===== config.mk =====
export PLATFORM = sky130hd
export DESIGN_NAME = sfc_txfront
export DESIGN_NICKNAME = d
export VERILOG_FILES = /design/src/rtl/sfc_pkg.sv /design/src/rtl/sfc_wfifo.sv /design/src/rtl/sfc_txdec.sv /design/src/rtl/sfc_rxalign.sv /design/src/rtl/sfc_txfront.sv
export SDC_FILE = /design/constraint.sdc
export NUM_CORES = 2
export LEC_CHECK = 0
export BUFFER_PORTS_ARGS = -buffer_cell sky130_fd_sc_hd__buf_2
export CORE_ASPECT_RATIO = 1.4
export CORE_UTILIZATION = 30
export CTS_CLUSTER_DIAMETER = 100
export DETAILED_ROUTE_END_ITERATION = 8
export PLACE_DENSITY = 0.54
export SKIP_CTS_REPAIR_TIMING = 1
export SLEW_MARGIN = 20
export SYNTH_ARGS = -nofsm -noshare
export SYNTH_HDL_FRONTEND = slang
export SYNTH_MEMORY_MAX_BITS = 65536
export SYNTH_SLANG_ARGS = --single-unit

===== constraint.sdc =====
create_clock -name clk -period 5.6 [get_ports clk]
set_input_delay 0 -clock clk [delete_from_list [all_inputs] [get_ports clk]]
set_output_delay 0 -clock clk [all_outputs]
set_load 0.02 [all_outputs]

===== src/rtl/sfc_pkg.sv =====
package sfc_pkg;
  localparam int OFS_TX_FULL  = 'h1C;
  localparam int OFS_TX_ONE   = 'h80;
  localparam int OFS_TX_TWO   = 'h84;
  localparam int OFS_TX_THREE = 'h88;
  localparam int OFS_RX_POP   = 'h20;
endpackage


===== src/rtl/sfc_wfifo.sv =====
module sfc_wfifo #(
  parameter int W     = 35,
  parameter int DEPTH = 63,
  localparam int PTR_W = $clog2(DEPTH),
  localparam int CNT_W = $clog2(DEPTH + 1)
) (
  input  logic             clk,
  input  logic             rst,
  input  logic             push,
  input  logic [W-1:0]     din,
  input  logic             pop,
  output logic [W-1:0]     dout,
  output logic [CNT_W-1:0] count
);
  logic [W-1:0]     mem [DEPTH];
  logic [PTR_W-1:0] wr_ptr, rd_ptr;
  logic             do_push, do_pop;

  function automatic logic [PTR_W-1:0] bump(input logic [PTR_W-1:0] p);
    return (p == PTR_W'(DEPTH - 1)) ? '0 : p + 1'b1;
  endfunction

  assign do_push = push && (count != CNT_W'(DEPTH));
  assign do_pop  = pop && (count != '0);
  assign dout    = mem[rd_ptr];

  always_ff @(posedge clk) begin
    if (do_push) mem[wr_ptr] <= din;
  end

  always_ff @(posedge clk) begin
    if (rst) begin
      wr_ptr <= '0;
      rd_ptr <= '0;
      count  <= '0;
    end else begin
      if (do_push) wr_ptr <= bump(wr_ptr);
      if (do_pop)  rd_ptr <= bump(rd_ptr);
      case ({do_push, do_pop})
        2'b10:   count <= count + 1'b1;
        2'b01:   count <= count - 1'b1;
        default: count <= count;
      endcase
    end
  end
endmodule


===== src/rtl/sfc_txdec.sv =====
module sfc_txdec #(
  parameter int ADDR_W = 8,
  parameter int NB     = 4,
  localparam int TAG_W = $clog2(NB + 1)
) (
  input  logic              wr,
  input  logic [ADDR_W-1:0] addr,
  output logic              push,
  output logic [TAG_W-1:0]  tag
);
  import sfc_pkg::*;

  always_comb begin
    push = wr;
    tag  = TAG_W'(NB);
    if (addr == ADDR_W'(OFS_TX_FULL))       tag = TAG_W'(NB);
    else if (addr == ADDR_W'(OFS_TX_ONE))   tag = TAG_W'(1);
    else if (addr == ADDR_W'(OFS_TX_TWO))   tag = TAG_W'(2);
    else if (addr == ADDR_W'(OFS_TX_THREE)) tag = TAG_W'(3);
    else                                    push = 1'b0;
  end
endmodule


===== src/rtl/sfc_rxalign.sv =====
module sfc_rxalign #(
  parameter int NB = 4,
  localparam int TAG_W = $clog2(NB + 1),
  localparam int DW    = NB * 8
) (
  input  logic [DW-1:0]    word_i,
  input  logic [TAG_W-1:0] nbytes,
  output logic [DW-1:0]    word_o
);
  logic whole;
  assign whole = (nbytes == '0) || (nbytes >= TAG_W'(NB));

  for (genvar b = 0; b < NB; b++) begin : g_lane
    logic keep;
    assign keep = whole || (TAG_W'(b) < nbytes);
    assign word_o[8*b +: 8] = keep ? word_i[8*b +: 8] : 8'h00;
  end
endmodule


===== src/rtl/sfc_txfront.sv =====
module sfc_txfront #(
  parameter int ADDR_W = 8,
  parameter int DATA_W = 32,
  parameter int DEPTH  = 63,
  localparam int NB    = DATA_W / 8,
  localparam int TAG_W = $clog2(NB + 1),
  localparam int CNT_W = $clog2(DEPTH + 1)
) (
  input  logic              clk,
  input  logic              rst,
  input  logic              bus_wr,
  input  logic              bus_rd,
  input  logic [ADDR_W-1:0] bus_addr,
  input  logic [DATA_W-1:0] bus_wdata,
  output logic [DATA_W-1:0] bus_rdata,
  input  logic [CNT_W-1:0]  cfg_tx_thr,
  input  logic              eng_tx_pop,
  output logic [DATA_W-1:0] eng_tx_word,
  output logic [TAG_W-1:0]  eng_tx_bytes,
  output logic              tx_has_data,
  output logic              tx_not_full,
  output logic              tx_below_thr,
  output logic              tx_overflow,
  input  logic              eng_rx_push,
  input  logic [DATA_W-1:0] eng_rx_word,
  input  logic [TAG_W-1:0]  eng_rx_bytes,
  output logic              rx_not_empty,
  output logic              rx_not_full
);
  import sfc_pkg::*;

  logic             tx_push;
  logic [TAG_W-1:0] tx_tag;
  logic [CNT_W-1:0] tx_cnt, rx_cnt;
  logic [DATA_W-1:0] rx_aligned, rx_head;
  logic             rx_sel;

  sfc_txdec #(.ADDR_W(ADDR_W), .NB(NB)) u_dec (
    .wr(bus_wr), .addr(bus_addr), .push(tx_push), .tag(tx_tag)
  );

  sfc_wfifo #(.W(TAG_W + DATA_W), .DEPTH(DEPTH)) u_txq (
    .clk(clk), .rst(rst),
    .push(tx_push), .din({tx_tag, bus_wdata}),
    .pop(eng_tx_pop), .dout({eng_tx_bytes, eng_tx_word}),
    .count(tx_cnt)
  );

  sfc_rxalign #(.NB(NB)) u_align (
    .word_i(eng_rx_word), .nbytes(eng_rx_bytes), .word_o(rx_aligned)
  );

  assign rx_sel = bus_rd && (bus_addr == ADDR_W'(OFS_RX_POP));

  sfc_wfifo #(.W(DATA_W), .DEPTH(DEPTH)) u_rxq (
    .clk(clk), .rst(rst),
    .push(eng_rx_push), .din(rx_aligned),
    .pop(rx_sel), .dout(rx_head),
    .count(rx_cnt)
  );

  assign tx_has_data  = (tx_cnt != '0);
  assign tx_not_full  = (tx_cnt != CNT_W'(DEPTH));
  assign tx_below_thr = (tx_cnt < cfg_tx_thr);
  assign rx_not_empty = (rx_cnt != '0);
  assign rx_not_full  = (rx_cnt != CNT_W'(DEPTH));

  always_ff @(posedge clk) begin
    if (rst) begin
      bus_rdata   <= '0;
      tx_overflow <= 1'b0;
    end else begin
      if (tx_push && !tx_not_full) tx_overflow <= 1'b1;
      if (bus_rd) bus_rdata <= (rx_sel && rx_not_empty) ? rx_head : '0;
    end
  end
endmodule


==> out/metrics.yaml <==
run_status:
  run_status: "complete, no violations"
worst_setup_path:
  crit_type: "input pin to flop"
  max_stage_delay_ns: 0.95
  worst_path_max_delay_cell: "sky130_fd_sc_hd__nor2_4"
  worstPathArrival_ns: 5.52
  timing.critical_path.mode_cell: "sky130_fd_sc_hd__dlygate4sd3_1"
  worst_setup_path_start_kind: "input pin"
  critical_path.max_fanout: 22
  category_of_the_worst_setup_path_capture_point: "flop"
  worst_ep_required_time_ns: 6.24
  critical-path-top-delay-family: "simple AND/OR/NAND/NOR gates"
  cp_num_buf_inv: 5
  critical_path_cell_list: "dlygate4sd3_1 > buf_2 > or4_4 > or4b_4 > a211oi_4 > dlygate4sd3_1 > inv_2 > nor2_1 > nand2_1 > nor2_4 > buf_4"
sta:
  maxSlewHeadroom: 0.194
  slew_violations: 0
  fin_skew_ns: 0.0677
  setup_repair_after_global_routing_missed_its_margin: "false"
  final-hold-violation-count: 0
  worst_pin_slew_ns: 1.21
  max_freq_mhz: 205
  timing.final.crit_period_ns: 4.88
  final-setup-viol-count: 0
  setup_tns_ns: 0
  hold_ws_ns: 0.0597
  fin_ws_ns: 0.715
  final_worst_path_period_share: 0.872
synthesis:
  top_area_cell_type_share_of_the_netlist_area: 0.770
  yosysWarningCount: 0
  number_of_flops_mapped_to_enable_cells_by_yosys: 4221
  synthTopCellsByCount: "sky130_fd_sc_hd__edfxtp_1, sky130_fd_sc_hd__mux4_2, sky130_fd_sc_hd__clkbuf_1, sky130_fd_sc_hd__nor2_1, sky130_fd_sc_hd__mux2i_1"
  synthesis.area_per_instance_um2: 22.7
  synthesis.area_mm2: 0.165
  async_reset_ff_frac: 0
  leading_register_cell_type_out_of_synthesis: "sky130_fd_sc_hd__edfxtp_1"
  synth_largest_area_cell: "sky130_fd_sc_hd__edfxtp_1"
  synth.most_common_cell: "sky130_fd_sc_hd__edfxtp_1"
  synth.yosys.seq_area_share: 0.780
  syn-instance-count: 7265
  mappedNetlistNets: 7374
  synth.top_cells.by_area: "sky130_fd_sc_hd__edfxtp_1, sky130_fd_sc_hd__mux4_2, sky130_fd_sc_hd__mux2i_1, sky130_fd_sc_hd__dfxtp_1, sky130_fd_sc_hd__clkbuf_1"
  synthDistinctLibCells: 65
  ys_ff_latch: 4302
route:
  drt_first_iter_violations: 7825
  routedWlPerCell_um: 28.7
  ant_nets: 0
  post-route-drc-count: 0
  routed-via-count: 77800
  route.final.wire_length_um: 445000
  routed_via_density: 5.02
  drt_first_pass_iters: 5
floorplanning:
  die_w_um: 628
  floorplan.die.height_um: 878
  core_area_mm2: 0.546
  io-pin-count: 160
  start_util: 0.301
  die_area_mm2: 0.552
  num_rows: 321
flow_run:
  drv.max_cap_violation_count: 0
cells_and_area:
  area.growth.synth_to_final_pct: 16.8
  fillerInstances: 50200
  stdcell_count: 15500
  drive_above_1_share: 0.295
  final_util: 0.352
  finish.net_count: 7957
  fin_area_mm2: 0.192
global_routing:
  grt_pass1_wl_um: 624000
  antenna_found_initial: 33
  global_route_usage_over_all_layers: 0.157
  grt_pass1_vias: 80000
  pin_count_of_the_biggest_net_entering_global_routing: 99
  overflow: 0
clock_network:
  cts_tree: "yes"
  cts_max_path_buffers: 4
  clk_transition_reported_paths_ns: 0.06
  worstSkewPairLatency_ns: 1.01
  number_of_h_tree_levels: 5
  tritoncts.num_buffers: 431
  clock_sink_count: 4302
  clock_tree.root_cell: "sky130_fd_sc_hd__clkbuf_16"
pwr:
  report.power.total_mw: 66.0
  vdd_ir_drop_max_v: 0.000289
  power_leakage_nw: 56.6
  power.density_mw_per_mm2: 344
placed_design:
  dp_worst_setup_slack_ns: 0.940
  dp.cells: 14600
  place_congestion: 0.830
  detailed_place_hpwl_um: 274000
  place_area_mm2: 0.177
  io_buffers: 159
hold_path:
  hp-class: "input pin to flop"
## flip-flops by register name, summed over array words and instances, names as in the netlist, named ones only
signal	flops
u_rxq.mem	2016
bus_rdata	32
u_rxq.wr_ptr	6
u_rxq.count	6
tx_overflow	1
u_txq.wr_ptr	6
u_txq.rd_ptr	6
u_txq.mem	2205
u_rxq.rd_ptr	6
u_txq.count	6
## layout by cell type, fill, tap and decap left out, types with 90 or more instances in the layout
cell and n:
sky130_fd_sc_hd__nand2_1 162, sky130_fd_sc_hd__dlygate4sd3_1 90, sky130_fd_sc_hd__buf_2 151, sky130_fd_sc_hd__mux4_2 1117, sky130_fd_sc_hd__o21ai_0 119, sky130_fd_sc_hd__edfxtp_1 4221
sky130_fd_sc_hd__mux2i_1 215, sky130_fd_sc_hd__clkbuf_16 438, sky130_fd_sc_hd__nor2_4 129, sky130_fd_sc_hd__buf_4 268, sky130_fd_sc_hd__clkinv_1 93
## layout make-up
type	count	area (um^2)	area share
clock buffers	527	11300	0.0590
repair buffers	561	4700	0.0245
inverters	25	93.8	0.000488
clock inverters	268	2890	0.0150
flip-flops and latches	4302	128000	0.668
well taps	7267	9090	0.0473
multi-input cells	2527	35600	0.185
diodes	18	45.0	0.000234
## layer usage
metal | part of all wire | track usage | vias up
met5 | 0.00017 | 0 | -
met4 | 0.033 | 0.0463 | 10
met3 | 0.060 | 0.0255 | 617
met2 | 0.52 | 0.282 | 2605
met1 | 0.38 | 0.194 | 42500
li1 | - | - | 32100
## tightest hold or removal path, delay by kind of cell
family,cells,cell delay (ns)
buffers and inverters,2,0.41
and+or+nand+nor,3,0.29
## logic make-up (layout without fill, tap and decap cells)
group,Yosys count,in the layout,share of synthesized area
AOI/OAI and AO/OA,529,529,0.0218
xor gates and xnor gates,28,28,0.00149
adders and majority gates,22,22,0.00172
buffers and inverters,436,1381,0.0107
DFF,4302,4302,0.780
muxes,1357,1357,0.168
other,0,18,0
and+or+nand+nor,591,591,0.0166
## path summary, 6_finish.rpt
| check | from | end | slack [ns] | depth (start not counted) |
|---|---|---|---|---|
| setup / recovery | bus_addr[7] | u_txq.mem[60][13] | 0.72 | 11 |
| hold reg to reg | bus_rdata[7] | bus_rdata[7] | 0.51 | 2 |
| hold / removal | bus_addr[4] | u_txq.mem[48][32] | 0.06 | 5 |
| setup reg to reg | u_txq.count[3] | u_txq.mem[60][13] | 0.93 | 10 |
## where the power goes
part | switching, mW | internal (mW)
Sequential | 0.0225 | 35.4
Clock | 12.4 | 16.9
Combinational | 1.01 | 0.314
Note: power is estimated with default switching activity, not from simulation.
